--- config.mk ---
export PLATFORM = sky130hd
export DESIGN_NAME = clkrun_ctrl
export DESIGN_NICKNAME = d
export VERILOG_FILES = /design/src/rtl/clkrun_pkg.sv /design/src/rtl/cr_cause.sv /design/src/rtl/cr_fsm.sv /design/src/rtl/clkrun_ctrl.sv
export SDC_FILE = /design/constraint.sdc
export NUM_CORES = 1
export LEC_CHECK = 0
export ABC_AREA = 1
export BUFFER_PORTS_ARGS = -buffer_cell sky130_fd_sc_hd__buf_4
export CAP_MARGIN = 20
export CELL_PAD_IN_SITES_DETAIL_PLACEMENT = 1
export CELL_PAD_IN_SITES_GLOBAL_PLACEMENT = 1
export CORE_AREA = 2 2 39 41
export CTS_CLUSTER_DIAMETER = 80
export DETAILED_ROUTE_END_ITERATION = 16
export DIE_AREA = 0 0 41 43
export PLACE_DENSITY = 0.61
export SETUP_SLACK_MARGIN = 0.1
export SLEW_MARGIN = 10
export SYNTH_ARGS = -nofsm -noshare
export SYNTH_HDL_FRONTEND = slang
export SYNTH_HIERARCHICAL = 1
export SYNTH_SLANG_ARGS = --single-unit
--- constraint.sdc ---
create_clock -name clk -period 1.1 [get_ports clk]
set_clock_uncertainty 0.1 [all_clocks]
set_input_delay 0.22 -clock clk [delete_from_list [all_inputs] [get_ports clk]]
set_output_delay 0.22 -clock clk [all_outputs]
set_load 0.1 [all_outputs]
--- src/rtl/clkrun_pkg.sv ---
package clkrun_pkg;

    typedef enum logic [1:0] {
        CR_IDLE    = 2'd0,
        CR_QUALIFY = 2'd1,
        CR_DRIVE   = 2'd2,
        CR_RELEASE = 2'd3
    } cr_state_e;

    typedef struct packed {
        logic xfer_busy;
        logic rx_dma;
        logic wake;
        logic wol_armed;
    } cr_req_s;

    function automatic int unsigned cr_wider(int unsigned a, int unsigned b);
        return (a > b) ? a : b;
    endfunction

    function automatic int unsigned cr_cnt_bits(int unsigned n);
        return (n < 2) ? 1 : $clog2(n + 1);
    endfunction

endpackage

--- src/rtl/cr_cause.sv ---
module cr_cause
    import clkrun_pkg::*;
(
    input  cr_req_s req,
    input  logic    line_hi,
    input  logic    pme_en,
    output logic    want
);
    logic is_continue;
    logic is_start;

    always_comb begin
        is_continue = req.xfer_busy;
        is_start    = req.rx_dma | (req.wake & req.wol_armed);
        want        = pme_en & line_hi & (is_continue | is_start);
    end

endmodule

--- src/rtl/cr_fsm.sv ---
module cr_fsm
    import clkrun_pkg::*;
#(
    parameter int unsigned QUAL_EDGES = 2,
    parameter int unsigned HOLD_EDGES = 2
) (
    input  logic      clk,
    input  logic      rst,
    input  logic      run_en,
    input  logic      pme_en,
    input  logic      want,
    input  logic      bus_edge,
    output cr_state_e state_o
);
    localparam int unsigned MAXE  = cr_wider(QUAL_EDGES, HOLD_EDGES);
    localparam int unsigned CNT_W = cr_cnt_bits(MAXE);
    localparam logic [CNT_W-1:0] QUAL_LAST = CNT_W'(QUAL_EDGES - 1);
    localparam logic [CNT_W-1:0] HOLD_LAST = CNT_W'(HOLD_EDGES - 1);

    cr_state_e        st_q, st_d;
    logic [CNT_W-1:0] cnt_q, cnt_d;

    always_comb begin
        st_d  = st_q;
        cnt_d = cnt_q;
        unique case (st_q)
            CR_IDLE: begin
                cnt_d = '0;
                if (want) st_d = CR_QUALIFY;
            end
            CR_QUALIFY: begin
                if (!want) begin
                    st_d  = CR_IDLE;
                    cnt_d = '0;
                end else if (bus_edge) begin
                    if (cnt_q == QUAL_LAST) begin
                        st_d  = CR_DRIVE;
                        cnt_d = '0;
                    end else begin
                        cnt_d = cnt_q + 1'b1;
                    end
                end
            end
            CR_DRIVE: begin
                if (!pme_en) begin
                    st_d  = CR_IDLE;
                    cnt_d = '0;
                end else if (bus_edge) begin
                    if (cnt_q == HOLD_LAST) begin
                        st_d  = CR_RELEASE;
                        cnt_d = '0;
                    end else begin
                        cnt_d = cnt_q + 1'b1;
                    end
                end
            end
            CR_RELEASE: begin
                st_d  = CR_IDLE;
                cnt_d = '0;
            end
            default: begin
                st_d  = CR_IDLE;
                cnt_d = '0;
            end
        endcase
    end

    always_ff @(posedge clk) begin
        if (rst || !run_en) begin
            st_q  <= CR_IDLE;
            cnt_q <= '0;
        end else begin
            st_q  <= st_d;
            cnt_q <= cnt_d;
        end
    end

    assign state_o = st_q;

    // PME function selected forces the machine idle
    p_idle_when_off_r2: assert property (@(posedge clk) disable iff (rst)
        !run_en |=> (st_q == CR_IDLE));

    // a pull-down is never entered straight from release
    p_no_redrive_r8: assert property (@(posedge clk) disable iff (rst)
        (st_q == CR_RELEASE) |=> (st_q != CR_DRIVE));

endmodule

--- src/rtl/clkrun_ctrl.sv ---
module clkrun_ctrl
    import clkrun_pkg::*;
#(
    parameter int unsigned QUAL_EDGES = 2,
    parameter int unsigned HOLD_EDGES = 2
) (
    input  logic clk,
    input  logic rst,
    input  logic line_in,
    input  logic bus_edge,
    input  logic xfer_pending,
    input  logic rx_dma_ready,
    input  logic wake_hit,
    input  logic wol_mode,
    input  logic clkrun_en,
    input  logic pme_en,
    output logic pin_drv_n,
    output logic fn_sel_clkrun
);
    cr_req_s   req;
    logic      want;
    cr_state_e state;

    always_comb begin
        req.xfer_busy = xfer_pending;
        req.rx_dma    = rx_dma_ready;
        req.wake      = wake_hit;
        req.wol_armed = wol_mode;
    end

    cr_cause i_cause (
        .req     (req),
        .line_hi (line_in),
        .pme_en  (pme_en),
        .want    (want)
    );

    cr_fsm #(
        .QUAL_EDGES (QUAL_EDGES),
        .HOLD_EDGES (HOLD_EDGES)
    ) i_fsm (
        .clk      (clk),
        .rst      (rst),
        .run_en   (clkrun_en),
        .pme_en   (pme_en),
        .want     (want),
        .bus_edge (bus_edge),
        .state_o  (state)
    );

    // Open-drain: only a pull-down enable ever leaves the block
    assign pin_drv_n     = !((state == CR_DRIVE) && pme_en && clkrun_en);
    assign fn_sel_clkrun = clkrun_en;

    // no pull-down without the PME enable bit
    p_pme_gate_r7: assert property (@(posedge clk) disable iff (rst)
        !pin_drv_n |-> pme_en);

    // no pull-down while the pin serves the PME function
    p_fn_off_r2: assert property (@(posedge clk) disable iff (rst)
        !clkrun_en |-> pin_drv_n);

    // a pull-down begins only after a bus edge that saw the line high
    p_drive_entry_r3: assert property (@(posedge clk) disable iff (rst)
        $fell(pin_drv_n) |-> $past(line_in && bus_edge));

    // with config steady, release follows a bus edge
    p_drive_exit_r6: assert property (@(posedge clk) disable iff (rst)
        ($rose(pin_drv_n) && pme_en && clkrun_en) |-> $past(bus_edge));

endmodule

==> summary.md <==
| Metric | Value |
|---|---|
| CP bufs+invs | `1` |
| Netlist cell types | `14` |
| # rows | `14` |
| Setup violations, final | `4` |
| Worst VDD drop | `0.425 mV` |
| Die Area | `1760 µm²` |
| RSZ-0062 raised after global routing | `true` |
| Syn Inst Count | `39` |
| Total number of vias | `297` |
| Final Util | `33.1%` |
| Power density over cell area | `1020 nW/µm²` |
| Final Net Count | `67` |
| Synth top area share | `31.8%` |
| Final Wtd Congestion | `0.653` |
| Req. time, crit path | `0.78 ns` |
| Final ANT Viol Nets | `0` |
| R2r setup slk | `-0.06 ns` |
| Max-Cap Viols | `0` |
| Worst rel slew slack | `81.6%` |
| Core Region | `1380 µm²` |
| CTS Buf Count | `3` |
| Worst min path class | `primary input to register` |
| CTS Sinks | `4` |
| Post-Syn Area | `251 µm²` |
| Dpl cells | `66` |
| Number of H-tree levels | `1` |
| # DRC | `0` |
| Violated checks | `negative setup slack` |
| Cell taking the most area after synthesis | `dfxtp_1` |
| Largest net degree at the start of global routing | `5` |
| DP Area | `373 µm²` |
| Worst-Margin Slew | `0.278 ns` |
| ANT cells | `0` |
| Register area share after synthesis | `31.8%` |
| CTS root buffer | `clkbuf_4` |
| Worst-path clk slew | `0.04 ns` |
| Min cycle time layout | `1.23 ns` |
| Leak pwr | `0.209 nW` |
| Number of DRC markers in iteration 0 | `3` |
| Sum Neg Setup Slack | `-0.236 ns` |
| Avg Cell Area, Syn | `6.45 µm²` |
| Status | `finished, violations left` |
| Mapped Nets | `49` |
| Count of input and output buffers | `11` |
| Tot Pwr | `0.466 mW` |
| Clk_lat worst skew | `0.23 ns` |
| Pre-CTS setup slack | `-0.116 ns` |
| CP endpoint kind | `output pin` |
| Slowest CP cell | `dfxtp_4` |
| CP cell instances | `nor2_4 -> nand2_4 -> buf_12` |
| CP max FO | `2` |
| Synth Register Bits | `4` |
| Fin. max-slew vios | `0` |
| YS warnings | `6` |
| Fmax | `0.815 GHz` |
| Share of layout cells above drive strength 1 | `58.2%` |
| Initial antenna violation count | `0` |
| R2R cell count | `7` |
| Synth-to-Final Area Change | `82.1%` |
| Startpoint types | `register` |
| Routed length per instance | `9.70 µm` |
| CTS tree | `yes` |
| Critical Path AT | `0.91 ns` |
| Reg2reg end | `i_fsm/state_o[0]` |
| Critical path endpoint | `pin_drv_n` |
| Max Root-Sink Buffers | `2` |
| Critical path depth | `3` |
| Area contributors post-synth | `dfxtp_1 (32%), nand2_1 (12%), inv_1 (9.0%)` |
| DR pass1 iterations | `2` |
| Final setup margin | `-0.127 ns` |
| Finished Layout Cells | `71` |
| WHS | `0.157 ns` |
| Initial Util | `18.2%` |
| Number of global-route vias before repair | `282` |
| Gr usage total | `9.55%` |
| Die Wd | `41 µm` |
| IO Pins | `12` |
| Fin crit share | `112%` |
| Die height | `43 µm` |
| Final Hold Viols | `0` |
| Routed vias/inst | `4.18` |
| Total grt overflow | `0` |
| First-pass GRT wire length | `1080 µm` |
| Slowest stage delay, CP | `0.34 ns` |
| Final WL | `689 µm` |
| CP delay by family, top | `flip-flops` |
| Type of the worst setup path | `register to output pin` |
| Post-route cell area | `458 µm²` |
| Crit. Startpoint | `i_fsm/state_o[0]` |
| Dpl hpwl | `550 µm` |
| Hold Path Depth | `4` |
| FF-to-FF Start | `i_fsm/state_o[0]` |
[state kept, by name, summed over array words and instances, names as in the netlist]
signal,cells
i_fsm/cnt_q,2
i_fsm/state_o,2
[per-layer routing]
metal	track usage [%]	wire length, µm	vias up
li1	-	-	154
met1	10.6	266	131
met2	13.8	351	12
met3	3.14	72	0
met4	8.00	0	0
met5	0	0	-
[worst register-to-register path, stage by stage (launching register included)]
cell	delay [ns]
dfxtp_4	0.34
buf_4	0.15
inv_4	0.06
nand3_4	0.07
nand2_4	0.09
nand2_4	0.06
a21oi_2	0.13
nor2_1	0.05
[what timing repair did]
item,CTS,global route
endpoints found under the setup margin,4,5
gates resized for setup,5,7
buffers inserted,2,0
hold buffers,0,0
pin swaps,3,3
[cells in the final DEF (no fill, tap or decap)]
cell      instances
inv_2             1
nand3_2           1
nor2_1            4
o211ai_1          1
o21ai_0           1
clkbuf_4          3
inv_4             2
nand2_4           3
nand3b_1          1
buf_12            1
dfxtp_4           1
dfxtp_1           2
nand3_1           2
a21oi_2           3
nand3_4           1
buf_4            13
nand2_2           1
dfxtp_2           1
nand2_1           6
nor2_4            1
inv_1             5
a21oi_1           1
[kinds of logic (layout without fill, tap and decap cells)]
group / Yosys count / in the layout / synth area share (%)
buffers and inverters: 9 / 25 / 14.9
and+or+nand+nor: 20 / 20 / 40.3
AOI/OAI and AO/OA: 6 / 6 / 12.9
DFF: 4 / 4 / 31.8
[worst min-delay path by stage]
| stage | to | startpoint | slack (ns) |
|---|---|---|---|
| 2_1_floorplan | i_fsm/cnt_q[0] | bus_edge | 0.27 |
| 3_3_place_gp | i_fsm/cnt_q[1] | i_fsm/cnt_q[1] | 0.33 |
| 3_5_place_dp | i_fsm/cnt_q[1] | i_fsm/cnt_q[1] | 0.34 |
| 4_1_cts | i_fsm/cnt_q[0] | bus_edge | 0.15 |
| 5_1_grt | i_fsm/cnt_q[0] | bus_edge | 0.17 |
| 6_report | i_fsm/state_o[0] | rst | 0.16 |
[synthesized netlist by cell type]
master	number
nand2_2	2
nor2_2	1
nand3_1	2
nand3b_1	1
nand2_1	8
buf_4	1
nand3_2	2
a21oi_1	4
o21ai_0	1
dfxtp_1	4
inv_1	6
o211ai_1	1
inv_2	2
nor2_1	4
[report_power, final]
part	leakage [nW]	switching, mW	internal, mW
registers	0.0336	0.00407	0.150
clock network	0.0138	0.0583	0.122
logic	0.161	0.0746	0.0571
[final cells by class]
type | count | area, µm²
inverter | 8 | 35.0
fill | 169 | 926
sequential | 4 | 85.1
multi-input combinational | 26 | 178
tap | 16 | 20.0
clock buffer | 3 | 22.5
timing repair buffer | 14 | 118
Note: power is estimated with default switching activity, not from simulation.
